**config.mk**
```make
export PLATFORM = sky130hd
export DESIGN_NAME = ldst_align_unit
export DESIGN_NICKNAME = d
export VERILOG_FILES = /design/src/rtl/ldst_align_pkg.sv /design/src/rtl/ldst_align_decode.sv /design/src/rtl/ldst_align_seq.sv /design/src/rtl/ldst_align_rotate.sv /design/src/rtl/ldst_align_unit.sv
export SDC_FILE = /design/constraint.sdc
export NUM_CORES = 1
export LEC_CHECK = 0
export BUFFER_PORTS_ARGS = -buffer_cell sky130_fd_sc_hd__buf_2
export CAP_MARGIN = 20
export CELL_PAD_IN_SITES_DETAIL_PLACEMENT = 2
export CELL_PAD_IN_SITES_GLOBAL_PLACEMENT = 2
export CORE_UTILIZATION = 29
export DETAILED_ROUTE_END_ITERATION = 10
export GPL_ROUTABILITY_DRIVEN = 0
export PLACE_DENSITY_LB_ADDON = 0.2
export SETUP_SLACK_MARGIN = 0.05
export SLEW_MARGIN = 25
export SYNTH_ARGS = -nofsm -noshare
export SYNTH_HDL_FRONTEND = slang
export SYNTH_SLANG_ARGS = --single-unit
```
**constraint.sdc**
```tcl
create_clock -name clk -period 4.1 [get_ports clk]
set_input_delay 0.615 -clock clk [delete_from_list [all_inputs] [get_ports clk]]
set_output_delay 0.615 -clock clk [all_outputs]
set_load 0.02 [all_outputs]
```
**src/rtl/ldst_align_pkg.sv**
```systemverilog
package ldst_align_pkg;

  typedef enum logic [3:0] {
    KIND_BYTE   = 4'd0,
    KIND_BSYNC  = 4'd1,
    KIND_HALF   = 4'd2,
    KIND_HSYNC  = 4'd3,
    KIND_WLOAD  = 4'd4,
    KIND_WSTORE = 4'd5,
    KIND_WSYNC  = 4'd6,
    KIND_DSYNC  = 4'd7,
    KIND_PAIR   = 4'd8,
    KIND_MULTI  = 4'd9
  } acc_kind_e;

  localparam int unsigned KIND_W = 4;

endpackage

```
**src/rtl/ldst_align_decode.sv**
```systemverilog
module ldst_align_decode
  import ldst_align_pkg::*;
#(
  parameter int unsigned ADDR_W = 32,
  parameter int unsigned CNT_W  = 4,
  parameter int unsigned OFS_W  = 2
) (
  input  logic [KIND_W-1:0] kind_i,
  input  logic [ADDR_W-1:0] addr_i,
  input  logic [CNT_W-1:0]  cnt_i,
  input  logic              chk_i,
  input  logic              unal_i,
  output logic [ADDR_W-1:0] base_o,
  output logic              unpred_o,
  output logic [OFS_W-1:0]  rot_o,
  output logic [CNT_W-1:0]  last_idx_o
);

  localparam int unsigned DW_W = OFS_W + 1;

  logic              mis_half;
  logic              mis_word;
  logic              mis_dword;
  logic              legacy;
  logic [ADDR_W-1:0] addr_half;
  logic [ADDR_W-1:0] addr_word;
  logic [ADDR_W-1:0] addr_dword;

  assign mis_half   = addr_i[0];
  assign mis_word   = |addr_i[OFS_W-1:0];
  assign mis_dword  = |addr_i[DW_W-1:0];
  assign legacy     = ~chk_i;
  assign addr_half  = {addr_i[ADDR_W-1:1], 1'b0};
  assign addr_word  = {addr_i[ADDR_W-1:OFS_W], {OFS_W{1'b0}}};
  assign addr_dword = {addr_i[ADDR_W-1:DW_W], {DW_W{1'b0}}};

  always_comb begin
    base_o     = addr_i;
    unpred_o   = 1'b0;
    rot_o      = '0;
    last_idx_o = '0;
    case (kind_i)
      KIND_HALF, KIND_HSYNC: begin
        base_o   = addr_half;
        unpred_o = mis_half;
      end
      KIND_WLOAD: begin
        base_o   = addr_word;
        unpred_o = chk_i & mis_word;
        rot_o    = legacy ? addr_i[OFS_W-1:0] : '0;
      end
      KIND_WSTORE: begin
        base_o   = addr_word;
        unpred_o = chk_i & mis_word;
      end
      KIND_WSYNC: begin
        base_o   = addr_word;
        unpred_o = mis_word;
      end
      KIND_DSYNC: begin
        base_o     = addr_dword;
        unpred_o   = mis_dword;
        last_idx_o = CNT_W'(1);
      end
      KIND_PAIR: begin
        base_o     = addr_word;
        unpred_o   = chk_i ? mis_word : mis_dword;
        last_idx_o = CNT_W'(1);
      end
      KIND_MULTI: begin
        base_o     = addr_word;
        unpred_o   = chk_i & mis_word;
        last_idx_o = cnt_i;
      end
      default: begin
        base_o   = addr_i;
        unpred_o = 1'b0;
      end
    endcase
    if (unal_i) begin
      base_o   = addr_i;
      unpred_o = 1'b0;
      rot_o    = '0;
    end
  end

endmodule

```
**src/rtl/ldst_align_seq.sv**
```systemverilog
module ldst_align_seq #(
  parameter int unsigned ADDR_W = 32,
  parameter int unsigned CNT_W  = 4,
  parameter int unsigned OFS_W  = 2
) (
  input  logic              clk,
  input  logic              rst_n,
  input  logic              req_valid_i,
  output logic              req_ready_o,
  input  logic [ADDR_W-1:0] base_i,
  input  logic              unpred_i,
  input  logic [OFS_W-1:0]  rot_i,
  input  logic [CNT_W-1:0]  last_idx_i,
  output logic              beat_valid_o,
  input  logic              beat_ready_i,
  output logic [ADDR_W-1:0] beat_addr_o,
  output logic              beat_unpred_o,
  output logic [OFS_W-1:0]  beat_rot_o,
  output logic              beat_last_o
);

  localparam logic [ADDR_W-1:0] STEP = ADDR_W'(1) << OFS_W;

  logic              busy_q, busy_d;
  logic [ADDR_W-1:0] addr_q, addr_d;
  logic [CNT_W-1:0]  left_q, left_d;
  logic              unpred_q;
  logic [OFS_W-1:0]  rot_q;
  logic              accept;
  logic              fire;
  logic              done;
  logic              step_en;

  assign accept  = req_valid_i & ~busy_q;
  assign fire    = busy_q & beat_ready_i;
  assign done    = fire & (left_q == '0);
  assign step_en = accept | (fire & ~done);

  always_comb begin
    busy_d = busy_q;
    if (accept) begin
      busy_d = 1'b1;
    end else if (done) begin
      busy_d = 1'b0;
    end
    addr_d = accept ? base_i : addr_q + STEP;
    left_d = accept ? last_idx_i : left_q - CNT_W'(1);
  end

  always_ff @(posedge clk or negedge rst_n) begin
    if (!rst_n) begin
      busy_q <= 1'b0;
    end else begin
      busy_q <= busy_d;
    end
  end

  always_ff @(posedge clk or negedge rst_n) begin
    if (!rst_n) begin
      addr_q <= '0;
      left_q <= '0;
    end else if (step_en) begin
      addr_q <= addr_d;
      left_q <= left_d;
    end
  end

  always_ff @(posedge clk or negedge rst_n) begin
    if (!rst_n) begin
      unpred_q <= 1'b0;
      rot_q    <= '0;
    end else if (accept) begin
      unpred_q <= unpred_i;
      rot_q    <= rot_i;
    end
  end

  assign req_ready_o   = ~busy_q;
  assign beat_valid_o  = busy_q;
  assign beat_addr_o   = addr_q;
  assign beat_unpred_o = unpred_q;
  assign beat_rot_o    = rot_q;
  assign beat_last_o   = busy_q & (left_q == '0);

  assert_start_R8: assert property (@(posedge clk) disable iff (!rst_n)
    req_valid_i && req_ready_o |=> beat_valid_o && !req_ready_o);

  assert_hold_R8: assert property (@(posedge clk) disable iff (!rst_n)
    beat_valid_o && !beat_ready_i |=> beat_valid_o && $stable(beat_addr_o) && $stable(beat_last_o));

  assert_release_R8: assert property (@(posedge clk) disable iff (!rst_n)
    beat_valid_o && beat_ready_i && beat_last_o |=> !beat_valid_o && req_ready_o);

  assert_step_R7: assert property (@(posedge clk) disable iff (!rst_n)
    beat_valid_o && beat_ready_i && !beat_last_o |=>
      beat_valid_o && (beat_addr_o == $past(beat_addr_o) + STEP) && $stable(beat_unpred_o) && $stable(beat_rot_o));

endmodule

```
**src/rtl/ldst_align_rotate.sv**
```systemverilog
module ldst_align_rotate #(
  parameter int unsigned DATA_W = 32,
  parameter int unsigned OFS_W  = 2
) (
  input  logic [DATA_W-1:0] data_i,
  input  logic [OFS_W-1:0]  rot_i,
  output logic [DATA_W-1:0] data_o
);

  localparam int unsigned LANES = DATA_W / 8;

  for (genvar k = 0; k < LANES; k++) begin : g_lane
    logic [OFS_W-1:0] src;
    assign src = OFS_W'(k) + rot_i;
    assign data_o[8*k +: 8] = data_i[8*int'(src) +: 8];
  end

endmodule

```
**src/rtl/ldst_align_unit.sv**
```systemverilog
module ldst_align_unit
  import ldst_align_pkg::*;
#(
  parameter int unsigned ADDR_W = 32,
  parameter int unsigned DATA_W = 32,
  parameter int unsigned CNT_W  = 4
) (
  input  logic              clk,
  input  logic              rst_n,
  input  logic              req_valid,
  output logic              req_ready,
  input  logic [KIND_W-1:0] req_kind,
  input  logic [ADDR_W-1:0] req_addr,
  input  logic [CNT_W-1:0]  req_cnt,
  input  logic              mode_chk,
  input  logic              mode_unal,
  output logic              beat_valid,
  input  logic              beat_ready,
  output logic [ADDR_W-1:0] beat_addr,
  output logic              beat_unpred,
  output logic              beat_last,
  input  logic [DATA_W-1:0] mem_rdata,
  output logic [DATA_W-1:0] ld_data
);

  localparam int unsigned OFS_W = $clog2(DATA_W / 8);

  logic [1:0]        rst_sync_q;
  logic              rst_int_n;
  logic [ADDR_W-1:0] dec_base;
  logic              dec_unpred;
  logic [OFS_W-1:0]  dec_rot;
  logic [CNT_W-1:0]  dec_last_idx;
  logic [OFS_W-1:0]  beat_rot;

  always_ff @(posedge clk or negedge rst_n) begin
    if (!rst_n) begin
      rst_sync_q <= 2'b00;
    end else begin
      rst_sync_q <= {rst_sync_q[0], 1'b1};
    end
  end
  assign rst_int_n = rst_sync_q[1];

  ldst_align_decode #(
    .ADDR_W (ADDR_W),
    .CNT_W  (CNT_W),
    .OFS_W  (OFS_W)
  ) u_decode (
    .kind_i     (req_kind),
    .addr_i     (req_addr),
    .cnt_i      (req_cnt),
    .chk_i      (mode_chk),
    .unal_i     (mode_unal),
    .base_o     (dec_base),
    .unpred_o   (dec_unpred),
    .rot_o      (dec_rot),
    .last_idx_o (dec_last_idx)
  );

  ldst_align_seq #(
    .ADDR_W (ADDR_W),
    .CNT_W  (CNT_W),
    .OFS_W  (OFS_W)
  ) u_seq (
    .clk           (clk),
    .rst_n         (rst_int_n),
    .req_valid_i   (req_valid),
    .req_ready_o   (req_ready),
    .base_i        (dec_base),
    .unpred_i      (dec_unpred),
    .rot_i         (dec_rot),
    .last_idx_i    (dec_last_idx),
    .beat_valid_o  (beat_valid),
    .beat_ready_i  (beat_ready),
    .beat_addr_o   (beat_addr),
    .beat_unpred_o (beat_unpred),
    .beat_rot_o    (beat_rot),
    .beat_last_o   (beat_last)
  );

  ldst_align_rotate #(
    .DATA_W (DATA_W),
    .OFS_W  (OFS_W)
  ) u_rotate (
    .data_i (mem_rdata),
    .rot_i  (beat_rot),
    .data_o (ld_data)
  );

  assert_byte_raw_R1: assert property (@(posedge clk) disable iff (!rst_int_n)
    req_valid && req_ready && (req_kind inside {4'd0, 4'd1, [4'd10:4'd15]}) |=>
      beat_addr == $past(req_addr) && !beat_unpred && beat_last);

  assert_dword_align_R5: assert property (@(posedge clk) disable iff (!rst_int_n)
    req_valid && req_ready && (req_kind == KIND_DSYNC) && !mode_unal |=>
      beat_addr[OFS_W:0] == '0 && !beat_last);

  assert_rot_single_R3: assert property (@(posedge clk) disable iff (!rst_int_n)
    beat_valid && (beat_rot != '0) |-> beat_last);

  assert_unal_raw_R9: assert property (@(posedge clk) disable iff (!rst_int_n)
    req_valid && req_ready && mode_unal |=> beat_addr == $past(req_addr) && !beat_unpred && beat_rot == '0);

endmodule

```
### Word-level counts from Yosys, hierarchy flattened

Index checks and enable logic that the tools add are counted.
Widths: inputs -> output; s select.

* output and inout port bits: 68
* input bits: 78
* logic and storage cells: 53
* register bits: 42

* shifts and indexed selects: 4
* equal/unequal tests: 8
* reductions and logical operators: 8
* bitwise gates (word level): 9
* muxes and demuxes: 13
* $add $sub $neg: 5

Operators with widths (number)
* $shiftx 32x6->8: 4
* $add 32x3->32 const B: 1
* $mux 32: 1
* $eq 4x3->1 const B: 4
* $pmux 3 s3: 1
* $eq 4x2->1 const B: 2
* $eq 4x4->1 const B: 2
* $pmux 4 s2: 1
* $and 1x1->1: 6
* $mux 2: 3
* $reduce_or 2->1: 3
* $reduce_or 3->1: 2
* $pmux 1 s5: 1
* $reduce_or 5->1: 1
* $add 2x2->2 const A: 2
* $logic_not 4->1: 1
* $mux 1: 4
* $mux 4: 1
* $sub 4x1->4 const B: 1
* $mux 3: 1
* $add 1x2->2 const A: 1
* $not 1->1: 2
* $reduce_bool 2->1: 1
* $or 1x1->1: 1

### Depth between registers and ports, before layout

Gate-level depths: netlist of the first run.

* word-level depth: 5
* depth in mapped cells: 9
* mapped depth without buffers: 7

### By module

From an unflattened synthesis of the first run, not the netlist that was laid out.

* cell total of the unflattened synthesis: 348
* area, all modules: 3472.1 sq um

Modules (own cells, without submodules)
* ldst_align_seq: instances 1, area each 2178.3 sq um, seq. area each 1001.0 sq um, cells an instance 243
* ldst_align_rotate: instances 1, area each 828.3 sq um, seq. area each 0.0 sq um, cells an instance 40
* ldst_align_decode: instances 1, area each 411.6 sq um, seq. area each 0.0 sq um, cells an instance 62
* ldst_align_unit: instances 1, area each 53.8 sq um, seq. area each 50.0 sq um, cells an instance 3

### Least setup slack after synthesis of the first run

No wires, ideal clock.

* path kind: reg2out
* start: register u_seq.rot_q[0], in the netlist u_seq.beat_rot_o[0]
* end: output ld_data[16]
* stages on the path, launching flop included: 4
* path buffers: 2
* path slack: 1951 ps
* data required time: 3485 ps
* data arrival time: 1534 ps
* cell sequence: dfrtp_1 clkbuf_1 buf_2 mux4_2

* word-level cells in the longest chain between the ends: 2

RTL lines
* from (decl): RTL line ldst_align_seq.sv:28 `logic [OFS_W-1:0] rot_q;`
* from (signal assigned): RTL line ldst_align_seq.sv:74 `rot_q <= rot_i;`
* $add 2x2->2: RTL line ldst_align_rotate.sv:14 `assign src = OFS_W'(k) + rot_i;`
* $shiftx 32x6->8: RTL line ldst_align_rotate.sv:15 `assign data_o[8*k +: 8] = data_i[8*int'(src) +: 8];`
* to (decl): RTL line ldst_align_unit.sv:23 `output logic [DATA_W-1:0] ld_data`

No other way between the ends.

### Worst setup path after layout of the first run

* start: register u_seq.rot_q[0], in the netlist u_seq.beat_rot_o[0]
* end: output ld_data[18]

The elaborated chain is that of the path after synthesis.

==> metrics.txt, run 1 <==
status=finished, final reports clean; placeable core area=~0.010 mm2; Reg2Reg Launch Point=u_seq.left_q[0]; layout cells sized above 1=a little under half; Starting Density=30.2%; Slew headroom=a little under three fifths; Root Driver=clkbuf_8; dpl hpwl=~8.4 mm; f_max=between 300 and 400 MHz; RSZ-0062 raised after global routing=false; Ys Warns=0; H-tree levels=2; Cell Area, Synth=approximately 0.0031 mm2; Antenna Violating Nets Remaining=0; Synth Net Count=slightly below 400; cells after synthesis=between 300 and 400; Post-layout nets=529; Tot GR Track Use=around a fifth; Total Neg Setup Slack=0 ns; CTS buffer count=5; Crit Path Category=flop to output pin; EDFF count, synth=0; worst path arrival time=around 2.2 ns; Synth area leader=dfrtp_1; clock sink count=42; first-pass GRT wire length=approximately 17 mm; Clock Latency Late Sink=around 0.3 ns; cts hold-fix bufs=0; total global routing overflow=0; clock-pin transition on the worst setup and hold timing paths=~0.09 ns; placed cell areas=0.00398 mm2; GR Layer Usage met2=roughly a third; largest net degree at the start of global routing=a little over 40; Final Setup Violations=0; fin crit share=roughly 68%; synth-to-layout area growth=29.5%; most common library cell in the layout ignoring fill and taps=buf_2; max-cap viol count=0; #FFs+latches synth=42; Seq/Total Area, Yosys=about a third; Hold Crit Class=input pin to asynchronous set/reset pin; Via-to-Cell Ratio=5.39; vias in the first global route=3,295; die width=about 110 um; pwr dens=approximately 530 mW/mm2; Post-CTS Resized=0; worst-case clock skew=approximately 0.014 ns; row count=37; Final Hold Fails=0; die area=about 0.011 mm2; DIE HEIGHT=around 110 um; CP endpoint kind=output pin; end of the worst register-to-register path=u_seq.beat_addr_o[28]; Primary FF master, synth=dfrtp_1; I/O Pins=between 100 and 150; leakage=0.00173 uW; WL/cell=around 18 um; Slew Limit Fails=0; DR iter-0 viols=86; clk buf depth=2; initial antenna violation count=0; Least-Margin Pin Slew=0.652 ns; Final min period=~2.8 ns; FF-to-FF setup slack=~1.9 ns; 1st-pass router iterations=4; synth unique cells=45; WL final=approximately 11 mm; port buffer count=roughly 150; CTS tree=yes; Async SR Flop Fraction=between 90% and 100%; worst reg2reg path depth=7; syn avg cell area=roughly 10 um2; DRC violations left=0; Post-CTS Setup Inserts=0; final non-filler cell area=~0.0041 mm2; peak supply drop=roughly 0.26 mV; top cell type's share of synthesized area=around a third; GR Util met3=~2.6%; Area contributors post-synth=dfrtp_1, mux4_2, nand2_1, nand3_1, o21ai_0; global route hottest layer=met2; Critical Path RT=approximately 3.5 ns; commonest non-fill, non-tap cells in the layout=buf_2, nand2_1, dfrtp_1, mux4_2, nor2_1; GR Util met1=approximately a quarter; number of diodes=0; crit-path max FO=21; vias=3,158; crit path launch type=flop
[worst max path at each step]
stage	start	to	slack [ns]	cells after the start
floorplan	u_seq.beat_rot_o[0]	ld_data[16]	1.95	3
global placement	u_seq.beat_rot_o[0]	ld_data[19]	1.65	3
detailed placement	u_seq.beat_rot_o[0]	ld_data[3]	1.58	3
CTS	u_seq.beat_rot_o[0]	ld_data[3]	1.25	3
global route	u_seq.beat_rot_o[0]	ld_data[27]	1.09	3
finish	u_seq.beat_rot_o[0]	ld_data[18]	1.30	3
[cells by family after synthesis]
group                    after synthesis  synth area share, %
multiplexers                          32                 22.9
other                                  1                0.119
AND/OR/NAND/NOR                      135                 23.0
adder cells (fa/ha/maj)                2                0.794
XOR/XNOR                              17                 4.73
flip-flops                            42                 33.4
AO/OA/AOI/OAI                         56                 11.0
buffers and inverters                 30                 4.05
[power by group]
part	internal, uW	switching, uW	leakage [uW]
Sequential	584	233	0.000500
Clock	136	159	0.0000472
Combinational	402	648	0.00118
Total	1120	1040	0.00173
[cell type report]
cell class | count | area [um2]
sequential | 42 | 1050
fill | 1205 | 6340
tap | 136 | 170
clock inverter | 2 | 12.5
clock buffer | 6 | 82.6
timing repair buffer | 149 | 756
multi-input combinational | 243 | 1970
inverter | 8 | 30.0
[worst max-delay path, stage by stage, from the launching register on]
cell	delay, ns
dfrtp_1	0.73
buf_4	0.43
mux4_2	0.55
buf_2	0.18
[Yosys cell counts, types with 8 or more instances]
master and number:
dfrtp_1 42, nand3_1 20, clkbuf_1 12, nand4_1 8, xnor2_1 9, nand2_1 45, nor2_1 21, inv_1 8
o21ai_0 19, and3_1 8, buf_2 9, xor2_1 8, mux4_2 32
[stage by stage]
step	power, uW	util, %	hold WS (ns)	worst slack [ns]	instances
floorplan	1470	-	0.319	1.95	315
global placement	1840	38.2	0.339	1.65	578
detailed placement	1890	38.2	0.344	1.58	578
CTS	2200	39.1	0.0794	1.25	586
global route	2330	39.1	0.0730	1.09	586
finish	2160	39.1	0.0828	1.30	586
[state kept, by name, summed over array words and instances (netlist names)]
register             cells
rst_sync_q               2
u_seq.beat_addr_o       32
u_seq.beat_rot_o         2
u_seq.beat_unpred_o      1
u_seq.beat_valid_o       1
u_seq.left_q             4
[metal layers]
| layer | vias up | wire length (um) |
|---|---|---|
| met5 | - | 0 |
| met4 | 0 | 271 |
| met3 | 19 | 389 |
| met2 | 87 | 5540 |
| met1 | 1593 | 4410 |
| li1 | 1459 | - |
Note: power is estimated with default switching activity, not from simulation.
==> run 2: changes to the inputs <==
--- a/config.mk
+++ b/config.mk
@@ -9,7 +9,7 @@
 export CAP_MARGIN = 20
 export CELL_PAD_IN_SITES_DETAIL_PLACEMENT = 2
 export CELL_PAD_IN_SITES_GLOBAL_PLACEMENT = 2
-export CORE_UTILIZATION = 29
+export CORE_UTILIZATION = 25
 export DETAILED_ROUTE_END_ITERATION = 10
 export GPL_ROUTABILITY_DRIVEN = 0
 export PLACE_DENSITY_LB_ADDON = 0.2
==> constraint.sdc (replaced) <==
create_clock -name clk -period 2.55 [get_ports clk]
set_input_delay 0.3825 -clock clk [delete_from_list [all_inputs] [get_ports clk]]
set_output_delay 0.3825 -clock clk [all_outputs]
set_load 0.02 [all_outputs]
==> run 2 against run 1 <==
  * Design area grew 3.8%
  * Routed wire length grew 7.5%
  * Via count up 1.5%
  * Critical endpoint is now u_seq.beat_addr_o[23]
==> metrics.txt, run 2 (synthesized netlist as in run 1, its figures left out) <==
DIE HEIGHT=around 110 um; GR Util met3=3.02%; number of diodes=0; GR Util met1=around 23%; sequential power share=a little over a third; Final WS setup=0.375 ns; Hold Crit Class=input pin to flop; Final Setup Violations=0; Max stage delay cell, worst path=dfrtp_1; Post-layout nets=about 530; CP endpoint kind=flop; Slew Limit Fails=0; worst path cell trace=inv_1 -> ha_1 -> or3b_1 -> nand3_1 -> nor3_2 -> a211oi_1 -> a311o_1; switching pwr=~1700 uW; max-cap viol count=0; WL/cell=roughly 18 um; port buffer count=approximately 150; Via-to-Cell Ratio=between 5 and 6; total global routing overflow=0; Final min period=2.18 ns; Post-CTS Setup Inserts=0; placeable core area=0.0122 mm2; DRC violations left=0; WL final=around 11 mm; largest net degree at the start of global routing=~40; Largest stage delay, worst path=0.39 ns; peak supply drop=between 0.3 and 0.4 mV; Root Driver=clkbuf_16; H-tree levels=2; crit-path max FO=8; layout cells sized above 1=44.6%; Antenna Violating Nets Remaining=0; Least-Margin Pin Slew=a little over 0.7 ns; vias=roughly 3,200; max FFs per register=32; pwr dens=891 mW/mm2; row count=40; Tot GR Track Use=between 15 and 20%; synth-to-layout area growth=34.4%; Slew headroom=between 50% and 60%; fin crit share=between 80% and 90%; clock-pin transition on the worst setup and hold timing paths=roughly 0.060 ns; combinational power share=between 40% and 50%; DR iter-0 viols=between 150 and 200; Clock Power Share=roughly a fifth; clk buf depth=2; 1st-pass router iterations=4; crit path launch type=flop; Starting Density=roughly 26%; global route hottest layer=met2; CTS buffer count=5; RSZ-0062 raised after global routing=false; worst-case clock skew=approximately 0.0058 ns; commonest non-fill, non-tap cells in the layout=buf_2, nand2_1, dfrtp_1, mux4_2, nor2_1; I/O Pins=approximately 150; Int Power=just over 2000 uW; first-pass GRT wire length=roughly 18 mm; Critical Path RT=approximately 2.7 ns; worst path arrival time=2.34 ns; die area=between 0.01 and 0.015 mm2; Clock Latency Late Sink=0.29 ns; Total Neg Setup Slack=0 ns; status=finished, final reports clean; clock sink count=between 40 and 50; most common library cell in the layout ignoring fill and taps=buf_2; Non-Filler Instances=621; leakage=0.00178 uW; vias in the first global route=between 3,000 and 4,000; dpl hpwl=around 9 mm; GR Layer Usage met2=between 30% and 40%; CP delay by family, top=simple AND/OR/NAND/NOR gates; CTS tree=yes; Final Hold Fails=0; die width=roughly 110 um; f_max=460 MHz; DP Cell Count=612; initial antenna violation count=0; crit path buf inv count=1; Crit Path Category=flop to flop; dpl ws=around 0.38 ns; Sw Share=between 40% and 50%
[run 2: worst register-to-register path: cells and delay by family, from the launching register on]
| kind | cells | cell delay [ns] |
|---|---|---|
| simple gates | 3 | 0.95 |
| compound gates | 2 | 0.44 |
| flops | 1 | 0.39 |
| fa+ha+maj | 1 | 0.21 |
| buf+inv | 1 | 0.06 |
[run 2: path summary, 6_finish.rpt]
path | cells after the start | from | to | slack, ns
max | 7 | u_seq.left_q[0] | u_seq.beat_addr_o[23] | 0.37
min in group asynchronous | 0 | rst_sync_q[1] | u_seq.beat_unpred_o | 0.33
min reg2reg | 0 | rst_sync_q[1] | u_seq.beat_unpred_o | 0.33
max reg2reg | 7 | u_seq.left_q[0] | u_seq.beat_addr_o[23] | 0.37
max in group asynchronous | 0 | rst_sync_q[1] | u_seq.beat_addr_o[29] | 1.82
min | 3 | req_addr[10] | u_seq.beat_addr_o[10] | 0.30
[run 2: area by class of cell]
class	instances	area, um2
fill	1404	7930
multi-input combinational	243	1970
sequential	42	1050
timing repair buffer	152	806
tap	168	210
clock buffer	7	133
clock inverter	1	30.0
inverter	8	30.0
[run 2: power groups by stage]
stage / clock [uW] / sequential (uW) / combinational, uW
after floorplan: 0 / 1530 / 830
after global placement: 0 / 1330 / 1680
after detailed placement: 0 / 1330 / 1730
after CTS: 760 / 1330 / 1740
after global routing: 787 / 1390 / 1880
final: 738 / 1330 / 1710
[run 2: timing repair]
item                      4_1_cts  5_1_grt
hold buffers                    1        0
gates resized for setup         0        0
hold endpoints to repair        2        0
[run 2: layer usage]
metal | wire (um) | up-vias | share of wire [%]
met5 | 0 | - | 0
met4 | 136 | 0 | 1.2
met3 | 492 | 13 | 4.3
met2 | 5730 | 94 | 50
met1 | 5050 | 1632 | 44
li1 | - | 1467 | -
[run 2: stage by stage]
stage                     hold slack [ns]  area, um2  utilization (%)  total power, uW
after global routing                0.311       4230             34.8             4050
after detailed placement            0.170       4060             33.4             3070
after global placement              0.168       4060             33.4             3000
after CTS                           0.299       4230             34.8             3840
after floorplan                    0.0869       3150                -             2360
final                               0.298       4230             34.8             3770
